===== config.mk =====
export PLATFORM = sky130hd
export DESIGN_NAME = sdr_rowhit_ctrl
export DESIGN_NICKNAME = d
export VERILOG_FILES = /design/src/rtl/sdr_pkg.sv /design/src/rtl/sdr_open_row.sv /design/src/rtl/sdr_rd_timer.sv /design/src/rtl/sdr_rowhit_ctrl.sv
export SDC_FILE = /design/constraint.sdc
export NUM_CORES = 1
export LEC_CHECK = 0
export ABC_AREA = 1
export BUFFER_PORTS_ARGS = -buffer_cell sky130_fd_sc_hd__buf_4
export CAP_MARGIN = 20
export CORE_MARGIN = 2
export CORE_UTILIZATION = 40
export DETAILED_ROUTE_END_ITERATION = 7
export PLACE_DENSITY = 0.7
export SYNTH_ARGS = -nofsm -noshare
export SYNTH_HDL_FRONTEND = slang
export SYNTH_SLANG_ARGS = --single-unit

===== constraint.sdc =====
create_clock -name clk -period 5 [get_ports clk]
set_clock_uncertainty 0.2 [all_clocks]
set_input_delay 0.5 -clock clk [delete_from_list [all_inputs] [get_ports clk]]
set_output_delay 0.5 -clock clk [all_outputs]
set_load 0.01 [all_outputs]

===== src/rtl/sdr_pkg.sv =====
package sdr_pkg;

  typedef enum logic [3:0] {
    CMD_NOP = 4'b0111,
    CMD_ACT = 4'b0011,
    CMD_RD  = 4'b0101,
    CMD_WR  = 4'b0100,
    CMD_PRE = 4'b0010
  } sdr_cmd_e;

  typedef enum logic [2:0] {
    ST_IDLE, ST_PRE, ST_ACT, ST_COL, ST_RWAIT, ST_ACK
  } sdr_st_e;

  // row number: address with the column bits shifted away
  function automatic logic [31:0] row_of(input logic [31:0] a, input logic [2:0] mux,
                                         input int unsigned base);
    return a >> (base + 32'(mux));
  endfunction

  // column number: low (base + mux) address bits
  function automatic logic [31:0] col_of(input logic [31:0] a, input logic [2:0] mux,
                                         input int unsigned base);
    return a & ((32'd1 << (base + 32'(mux))) - 32'd1);
  endfunction

  function automatic logic burst_allowed(input logic en, input logic [1:0] cl);
    return en && (cl != 2'd1);
  endfunction

  function automatic logic [1:0] eff_cl(input logic [1:0] cl);
    return (cl == 2'd0) ? 2'd3 : cl;
  endfunction

endpackage


===== src/rtl/sdr_open_row.sv =====
module sdr_open_row
  import sdr_pkg::*;
#(
  parameter int SD_W     = 15,
  parameter int COL_BASE = 3
) (
  input  logic            clk,
  input  logic            rst_n,
  input  logic            open_set,
  input  logic            close,
  input  logic [SD_W-1:0] set_addr,
  input  logic [2:0]      set_mux,
  input  logic [SD_W-1:0] cmp_addr,
  input  logic [2:0]      cmp_mux,
  output logic            row_open,
  output logic            row_hit
);
  logic [SD_W-1:0] open_row_q;
  logic [2:0]      open_mux_q;

  always_ff @(posedge clk) begin
    if (!rst_n) begin
      row_open   <= 1'b0;
      open_row_q <= '0;
      open_mux_q <= '0;
    end else if (close) begin
      row_open <= 1'b0;
    end else if (open_set) begin
      row_open   <= 1'b1;
      open_row_q <= SD_W'(row_of(32'(set_addr), set_mux, COL_BASE));
      open_mux_q <= set_mux;
    end
  end

  assign row_hit = row_open && (open_mux_q == cmp_mux) &&
                   (open_row_q == SD_W'(row_of(32'(cmp_addr), cmp_mux, COL_BASE)));
endmodule


===== src/rtl/sdr_rd_timer.sv =====
module sdr_rd_timer
  import sdr_pkg::*;
(
  input  logic       clk,
  input  logic       rst_n,
  input  logic       start,
  input  logic [1:0] cl,
  output logic       capture,
  output logic       dqm_late
);
  logic [1:0] cnt_q;
  logic       busy_q;
  logic [1:0] lat;

  assign lat      = eff_cl(cl);
  assign capture  = busy_q && (cnt_q == lat);
  assign dqm_late = busy_q && (cnt_q == 2'd1) && (lat == 2'd3);

  always_ff @(posedge clk) begin
    if (!rst_n) begin
      busy_q <= 1'b0;
      cnt_q  <= '0;
    end else if (start) begin
      busy_q <= 1'b1;
      cnt_q  <= 2'd1;
    end else if (capture) begin
      busy_q <= 1'b0;
    end else if (busy_q) begin
      cnt_q <= cnt_q + 2'd1;
    end
  end
endmodule


===== src/rtl/sdr_rowhit_ctrl.sv =====
module sdr_rowhit_ctrl
  import sdr_pkg::*;
#(
  parameter int ADDR_W   = 16,
  parameter int DATA_W   = 16,
  parameter int SA_W     = 13,
  parameter int BA_W     = 2,
  parameter int COL_BASE = 3
) (
  input  logic              clk,
  input  logic              rst_n,
  input  logic              req,
  input  logic              we,
  input  logic [ADDR_W-1:0] addr,
  input  logic [DATA_W-1:0] wdata,
  output logic              ready,
  output logic [DATA_W-1:0] rdata,
  input  logic              cfg_burst_en,
  input  logic [2:0]        cfg_mux,
  input  logic [1:0]        cfg_cas_lat,
  output logic              sd_cs_n,
  output logic              sd_ras_n,
  output logic              sd_cas_n,
  output logic              sd_we_n,
  output logic [SA_W-1:0]   sd_addr,
  output logic [BA_W-1:0]   sd_ba,
  output logic              sd_dqm,
  output logic [DATA_W-1:0] sd_dq_out,
  output logic              sd_dq_oe,
  input  logic [DATA_W-1:0] sd_dq_in
);
  localparam int SD_W    = ADDR_W - 1;
  localparam int AP_BIT  = 10;

  sdr_st_e           st;
  logic [ADDR_W-1:0] req_addr_q;
  logic [DATA_W-1:0] req_wdata_q;
  logic              req_we_q, req_sd_q, req_burst_q, closing_q;

  // named internal events, used by the checker
  logic ev_act, ev_pre, ev_col, ev_capture, ev_done;
  logic row_open, row_hit, dqm_late, burst_eff, in_sd;
  sdr_cmd_e cmd;

  assign in_sd     = ~addr[ADDR_W-1];
  assign burst_eff = burst_allowed(cfg_burst_en, cfg_cas_lat);
  assign ev_act    = (st == ST_ACT);
  assign ev_pre    = (st == ST_PRE);
  assign ev_col    = (st == ST_COL);
  assign ev_done   = (st == ST_ACK) || ((st == ST_RWAIT) && ev_capture);

  sdr_open_row #(.SD_W(SD_W), .COL_BASE(COL_BASE)) u_row (
    .clk(clk), .rst_n(rst_n),
    .open_set(ev_act), .close(ev_pre),
    .set_addr(req_addr_q[SD_W-1:0]), .set_mux(cfg_mux),
    .cmp_addr(addr[SD_W-1:0]), .cmp_mux(cfg_mux),
    .row_open(row_open), .row_hit(row_hit)
  );

  sdr_rd_timer u_tmr (
    .clk(clk), .rst_n(rst_n),
    .start(ev_col && !req_we_q), .cl(cfg_cas_lat),
    .capture(ev_capture), .dqm_late(dqm_late)
  );

  always_ff @(posedge clk) begin
    if (!rst_n) begin
      st          <= ST_IDLE;
      req_addr_q  <= '0;
      req_wdata_q <= '0;
      req_we_q    <= 1'b0;
      req_sd_q    <= 1'b0;
      req_burst_q <= 1'b0;
      closing_q   <= 1'b0;
    end else begin
      unique case (st)
        ST_IDLE: if (req) begin
          req_addr_q  <= addr;
          req_wdata_q <= wdata;
          req_we_q    <= we;
          req_sd_q    <= in_sd;
          req_burst_q <= burst_eff;
          closing_q   <= 1'b0;
          if (in_sd && burst_eff && row_hit) st <= ST_COL;
          else if (row_open)                 st <= ST_PRE;
          else if (in_sd)                    st <= ST_ACT;
          else                               st <= ST_ACK;
        end
        ST_PRE: begin
          closing_q <= 1'b0;
          if (closing_q)     st <= ST_IDLE;
          else if (req_sd_q) st <= ST_ACT;
          else               st <= ST_ACK;
        end
        ST_ACT:  st <= ST_COL;
        ST_COL:  st <= req_we_q ? ST_ACK : ST_RWAIT;
        ST_ACK, ST_RWAIT: if (ev_done) begin
          if (req_sd_q && !req_burst_q) begin
            st        <= ST_PRE;
            closing_q <= 1'b1;
          end else begin
            st <= ST_IDLE;
          end
        end
        default: st <= ST_IDLE;
      endcase
    end
  end

  always_comb begin
    cmd     = CMD_NOP;
    sd_addr = '0;
    sd_ba   = '0;
    if (ev_pre) begin
      cmd             = CMD_PRE;
      sd_addr[AP_BIT] = 1'b1;
    end else if (ev_act) begin
      cmd     = CMD_ACT;
      sd_addr = SA_W'(row_of(32'(req_addr_q[SD_W-1:0]), cfg_mux, COL_BASE));
      sd_ba   = req_addr_q[SD_W-1 -: BA_W];
    end else if (ev_col) begin
      cmd     = req_we_q ? CMD_WR : CMD_RD;
      sd_addr = SA_W'(col_of(32'(req_addr_q[SD_W-1:0]), cfg_mux, COL_BASE));
      sd_ba   = req_addr_q[SD_W-1 -: BA_W];
    end
  end

  assign {sd_cs_n, sd_ras_n, sd_cas_n, sd_we_n} = cmd;

  assign sd_dq_oe  = ev_col && req_we_q;
  assign sd_dq_out = sd_dq_oe ? req_wdata_q : '0;

  // read DQM leads its data by two cycles
  always_comb begin
    sd_dqm = 1'b1;
    if (sd_dq_oe)                                                     sd_dqm = 1'b0;
    if (ev_act && !req_we_q && eff_cl(cfg_cas_lat) == 2'd1)           sd_dqm = 1'b0;
    if (ev_col && !req_we_q && eff_cl(cfg_cas_lat) == 2'd2)           sd_dqm = 1'b0;
    if (dqm_late)                                                     sd_dqm = 1'b0;
  end

  assign ready = ev_done;
  assign rdata = ((st == ST_RWAIT) && ev_capture) ? sd_dq_in : '0;
endmodule


Word level (Yosys, flattened, before mapping):

Cells that the tools add are included.

* reduce and logical (&&, ||, !) cells: 32
* equal/unequal tests: 17
* div/mod/pow operators: 0
* mux-type cells: 38
* multipliers: 0
* order comparisons: 0
* add/subtract/negate cells: 3
* shift operators: 3
* bitwise gates (word level): 5

Operators with widths (count)
* two-way mux 16 bit: 2
* >> shifter 15 x 4 -> 15 bit: 2
* two-way mux 13 bit: 2
* two-way mux 3 bit: 7
* two-way mux 1 bit: 16
* equality test 15 bit: 1
* logical AND 1 bit: 15
* case mux 3 bit (5 select lines): 1
* AND 13 bit: 1
* << shifter 1 x 4 -> 13 bit, first input constant: 1
* subtractor 13 x 1 -> 13 bit, second input constant: 1
* two-way mux 2 bit: 6
* two-way mux 10 bit: 1
* AND reduction 2 bit: 5
* two-way mux 4 bit: 2
* equality test 3 x 2 -> 1 bit, second input constant: 2
* equality test 3 bit, second input constant: 2
* != test 2 bit, second input constant: 3
* OR reduction 2 bit: 3
* adder 2 x 3 -> 4 bit, first input constant: 1
* equality test 2 x 1 -> 1 bit, second input constant: 2
* equality test 2 bit, second input constant: 2
* != test 2 x 1 -> 1 bit, second input constant: 2
* inverter 1 bit: 4
* other kinds (12): 14

* output and inout bits: 54
* bits in latches: 0
* input port bits: 58
* bits in registers: 60
* memories: 0
* ROM bits: 0
* bits in writable memories: 0

Logic depth before layout (Yosys ltp):

* depth in word-level cells: 8
* depth in mapped cells: 19
* mapped depth without buffers: 18

By module:

A second synthesis with hierarchy kept.

* cells, all modules: 740
* area total of the unflattened synthesis: 4302.9 µm²

Modules (own cells, without submodules)
* sdr_rowhit_ctrl: sequential area each 760.7 µm², area an instance 2544.9 µm², instances 1, cells each 423
* sdr_open_row: sequential area each 320.3 µm², area an instance 1525.2 µm², instances 1, cells each 282
* sdr_rd_timer: sequential area each 60.1 µm², area an instance 232.7 µm², instances 1, cells each 35

Worst setup path after synthesis:

No wires, ideal clock.

* path kind: input port to output port
* from: input cfg_cas_lat[0]
* to: output rdata[10]
* buffers on the path: 1
* setup slack: 2.620 ns
* arrival: 1.680 ns
* cell stages on the path: 7
* cells stage by stage: inv_1 ha_1 xor2_1 o211ai_1 nand3b_1 clkbuf_1 nor2_1

* longest elaborated chain between the ends: 6

Ends and longest elaborated chain
* from (decl): RTL line sdr_rowhit_ctrl.sv:20 `input logic [1:0] cfg_cas_lat,`
* zero test 2 bit: RTL line sdr_pkg.sv:32 `return (cl == 2'd0) ? 2'd3 : cl;`
* two-way mux 2 bit *: RTL line sdr_pkg.sv:32
* equality test 2 bit *: RTL line sdr_rd_timer.sv:16 `assign capture = busy_q && (cnt_q == lat);`
* logical AND 1 bit *: RTL line sdr_rd_timer.sv:16
* logical AND 1 bit *: RTL line sdr_rowhit_ctrl.sv:143 `assign rdata = ((st == ST_RWAIT) && ev_capture) ? sd_dq_in : '0;`
* two-way mux 16 bit *: RTL line sdr_rowhit_ctrl.sv:143
* to (decl): RTL line sdr_rowhit_ctrl.sv:17 `output logic [DATA_W-1:0] rdata,`

Mark *: on every way between the ends. The rest lies on a longest branch, timed or not.

Worst setup path after layout:

* from: register st[1]
* to: output sd_addr[8]

* longest elaborated chain between the ends: 4
* elaborated cells between the ends (all ways): 6
* classes of those cells: 3 x eq/ne; 3 x mux

Ends and longest elaborated chain
* from (decl): RTL line sdr_rowhit_ctrl.sv:35 `sdr_st_e st;`
* from (signal assigned): RTL line sdr_rowhit_ctrl.sv:96 `ST_COL: st <= req_we_q ? ST_ACK : ST_RWAIT;`
* equality test 3 x 2 -> 1 bit: RTL line sdr_rowhit_ctrl.sv:49 `assign ev_col = (st == ST_COL);`
* two-way mux 13 bit: RTL line sdr_rowhit_ctrl.sv:121 `end else if (ev_col) begin`
* two-way mux 13 bit: RTL line sdr_rowhit_ctrl.sv:117 `end else if (ev_act) begin`
* two-way mux 10 bit *: RTL line sdr_rowhit_ctrl.sv:114 `if (ev_pre) begin`
* to (decl): RTL line sdr_rowhit_ctrl.sv:25 `output logic [SA_W-1:0] sd_addr,`

Marked as above.

==> summary.md <==
| Metric | Value |
|---|---|
| Fin crit period | 3000 ps |
| RSZ-0062 raised after global routing | false |
| Die Width | 101 um |
| Post-synthesis register bit count | 57 |
| DRC errors left | 0 |
| Final hold slack | between 200 and 250 ps |
| Leakage power | about 2.4 nW |
| VDD IR max | 0.186 mV |
| Area Growth Syn to Fin | 26.7% |
| Post-route insts no fill | ~820 |
| Post-DRT Antenna Nets | 0 |
| Overflow after GRT | 0 |
| Mapped Cells | approximately 620 |
| Ys flop type | dfxtp_1 |
| CTS Buf Count | 9 |
| PwrDens | 379 nW/um^2 |
| FMAX | 334 MHz |
| Clock buffer depth | 2 |
| Critical path endpoint | sd_addr[8] |
| Area taken by multi-input logic gates | 2010 um^2 |
| RR Endpoint | u_row.open_row_q[4] |
| Worst setup SP type | flip-flop |
| Status | completed |
| Layout cells sized above 1 | 0.201 |
| Detailed Route Iter0 Violations | 522 |
| Kind of end point of the critical path | output pin |
| Clk Latency, worst-skew pair | roughly 350 ps |
| Number of port buffers | approximately 110 |
| Final hold vios | 0 |
| Cell row count | 35 |
| Die boundary height | 101 um |
| DR pass1 iterations | 5 |
| Synth Cell Area | 3740 um^2 |
| CTS-repair resized insts | 0 |
| Total GRT Usage | 0.218 |
| Post-DR vias/cell | around 5.1 |
| Antenna Diode Count | 0 |
| DP HPWL | ~8000 um |
| Hold Path Class | in -> reg |
| Post-route setup TNS | 0 ps |
| Worst slew pin tran | roughly 610 ps |
| Nets@finish | 769 |
| Sequential Area | ~1100 um^2 |
| Max Cap Viol | 0 |
| Fin. max-slew vios | 0 |
| Distinct cell type count after synthesis | 37 |
| Hold depth | 3 |
| RD Place Congestion | just under 0.9 |
| Async S/R FF share, synth | 0 |
| Crit path max fanout | 24 |
| Core footprint | 9150 um^2 |
| Final Cycle Share | 0.600 |
| Max-slew headroom | 0.590 |
| Crit path required time | roughly 4300 ps |
| Largest net degree at the start of global routing | 68 |
| # hold bufs at CTS | 0 |
| Number of flops mapped to enable cells by yosys | 0 |
| Worst setup path class | reg -> out |
| Max H-tree Level | 3 |
| Sink Count | 57 |
| # Post-CTS Setup Buffers | 0 |
| Vias | approximately 4200 |
| R2R cell count | 10 |
| DR WL/cell | ~13 um |
| Total design power | 1.80 mW |
| Arrival time at the worst endpoint | between 2000 and 2500 ps |
| Initial antenna violation count | 0 |
| Filler Cell Count | a little over 900 |
| Setup crit start | st[1] |
| Die Area | between 10000 and 15000 um^2 |
| Mean post-synth cell area | 6.08 um^2 |
| Syn. warnings | 0 |
| CTS Root Buffer Type | clkbuf_8 |
| Io pins | around 110 |
| CTS tree | built |
| Initial core utilization | 0.409 |
| Reg-to-reg setup timing slack | 2890 ps |
| Vias in the first global route | ~3700 |
| Clock slew at reported path FFs | around 70 ps |
| Sequential area share after synthesis | 0.305 |
| Setup Viol. Count Final | 0 |
| FF-to-FF Start | st[1] |
| Routed wire length | ~11000 um |
| First-pass GRT wire length | roughly 18000 um |
| Placed cell count | 804 |
==> power breakdown <==
| part | internal, mW | total (mW) | leakage [nW] | switching, mW |
|---|---|---|---|---|
| combinational | 0.255 | 0.706 | 1.81 | 0.452 |
| clock | 0.228 | 0.426 | 0.0912 | 0.198 |
| sequential | 0.587 | 0.663 | 0.468 | 0.0757 |
==> worst max-delay path: stages, from the launching register on <==
cell,delay [ps]
dfxtp_1,420
inv_1,80
nor2_2,90
inv_2,70
nor2_4,190
inv_2,230
nor2_2,180
inv_1,120
or2_1,240
o41ai_1,110
buf_4,220
==> worst min-delay path by stage <==
stage                         startpoint        endpoint
after global routing             addr[2]   req_addr_q[2]
after detailed placement  req_wdata_q[2]  req_wdata_q[2]
final                           wdata[2]  req_wdata_q[2]
after floorplan            req_addr_q[2]   req_addr_q[2]
after global placement    req_wdata_q[5]  req_wdata_q[5]
after CTS                       wdata[2]  req_wdata_q[2]
==> metrics by stage <==
| stage | area, um^2 | worst slack, ps | utilization |
|---|---|---|---|
| after global routing | 4740 | 1830 | 0.518 |
| after detailed placement | 4520 | 2220 | 0.494 |
| after floorplan | 3750 | 2620 | - |
| after global placement | 4520 | 2350 | 0.494 |
| after CTS | 4720 | 2030 | 0.516 |
| final | 4740 | 2000 | 0.518 |
==> cells in the final DEF, fill, tap and decap left out, drive strengths merged, types with 3 or more instances in the layout <==
master	count
nand2	130
inv	111
buf	110
nor2	70
o21ai	67
dfxtp	57
a21oi	48
nand3	45
clkbuf	9
nor3	6
ha	6
o22ai	5
a211oi	5
a21o	4
nand3b	4
conb	4
a31o	3
o31ai	3
clkinvlp	3
clkinv	3
==> registers in the layout, indices dropped and copies added, names as in the netlist <==
name              flops
req_addr_q           15
u_row.open_mux_q      3
req_burst_q           1
closing_q             1
req_sd_q              1
st                    3
u_tmr.cnt_q           2
req_wdata_q          16
req_we_q              1
u_tmr.busy_q          1
u_row.row_open        1
u_row.open_row_q     12
==> Yosys cell counts (2+ instances only) <==
library cell  count  area, um^2
nor3_1            6        30.0
clkbuf_1         14        52.6
a21oi_1          48         240
dfxtp_1          57        1140
inv_1           104         390
o22ai_1           5        31.3
a221oi_1          2        17.5
xor2_1            2        17.5
nor2_4            3        33.8
o21ai_0          61         305
o31ai_1           3        22.5
a31o_2            3        26.3
a21o_1            4        30.0
nor2_2            3        18.8
buf_4             3        22.5
ha_1              6        75.1
nand4_1           2        12.5
conb_1            2        7.51
buf_6             5        56.3
a22oi_1           2        15.0
nand3b_1          4        30.0
o21ai_1           6        30.0
buf_2            10        50.1
inv_2             6        22.5
nand3_1          45         225
a211oi_1          5        37.5
a31oi_1           2        12.5
nor2_1           64         240
nand2_1         130         488
==> final cells by class <==
cell class | instances | area share
Tap cell | 111 | 0.0293
Multi-Input combinational cell | 416 | 0.423
Clock buffer | 9 | 0.0261
Timing Repair Buffer | 110 | 0.177
Clock inverter | 7 | 0.0151
Inverter | 111 | 0.0885
Sequential cell | 57 | 0.241
==> cells by family after synthesis <==
kind of cell,synth area share
AOI/OAI and AO/OA,0.217
buffers and inverters,0.162
and+or+nand+nor,0.290
adders and majority gates,0.0201
DFF,0.305
xor gates and xnor gates,0.00468
other,0.00201
==> routing by layer <==
metal  track usage  share of wire
met1         0.298           0.43
met2         0.341           0.47
met3        0.0444          0.087
met4        0.0769          0.014
met5             0              0
Power figures use the tool's default switching activity.
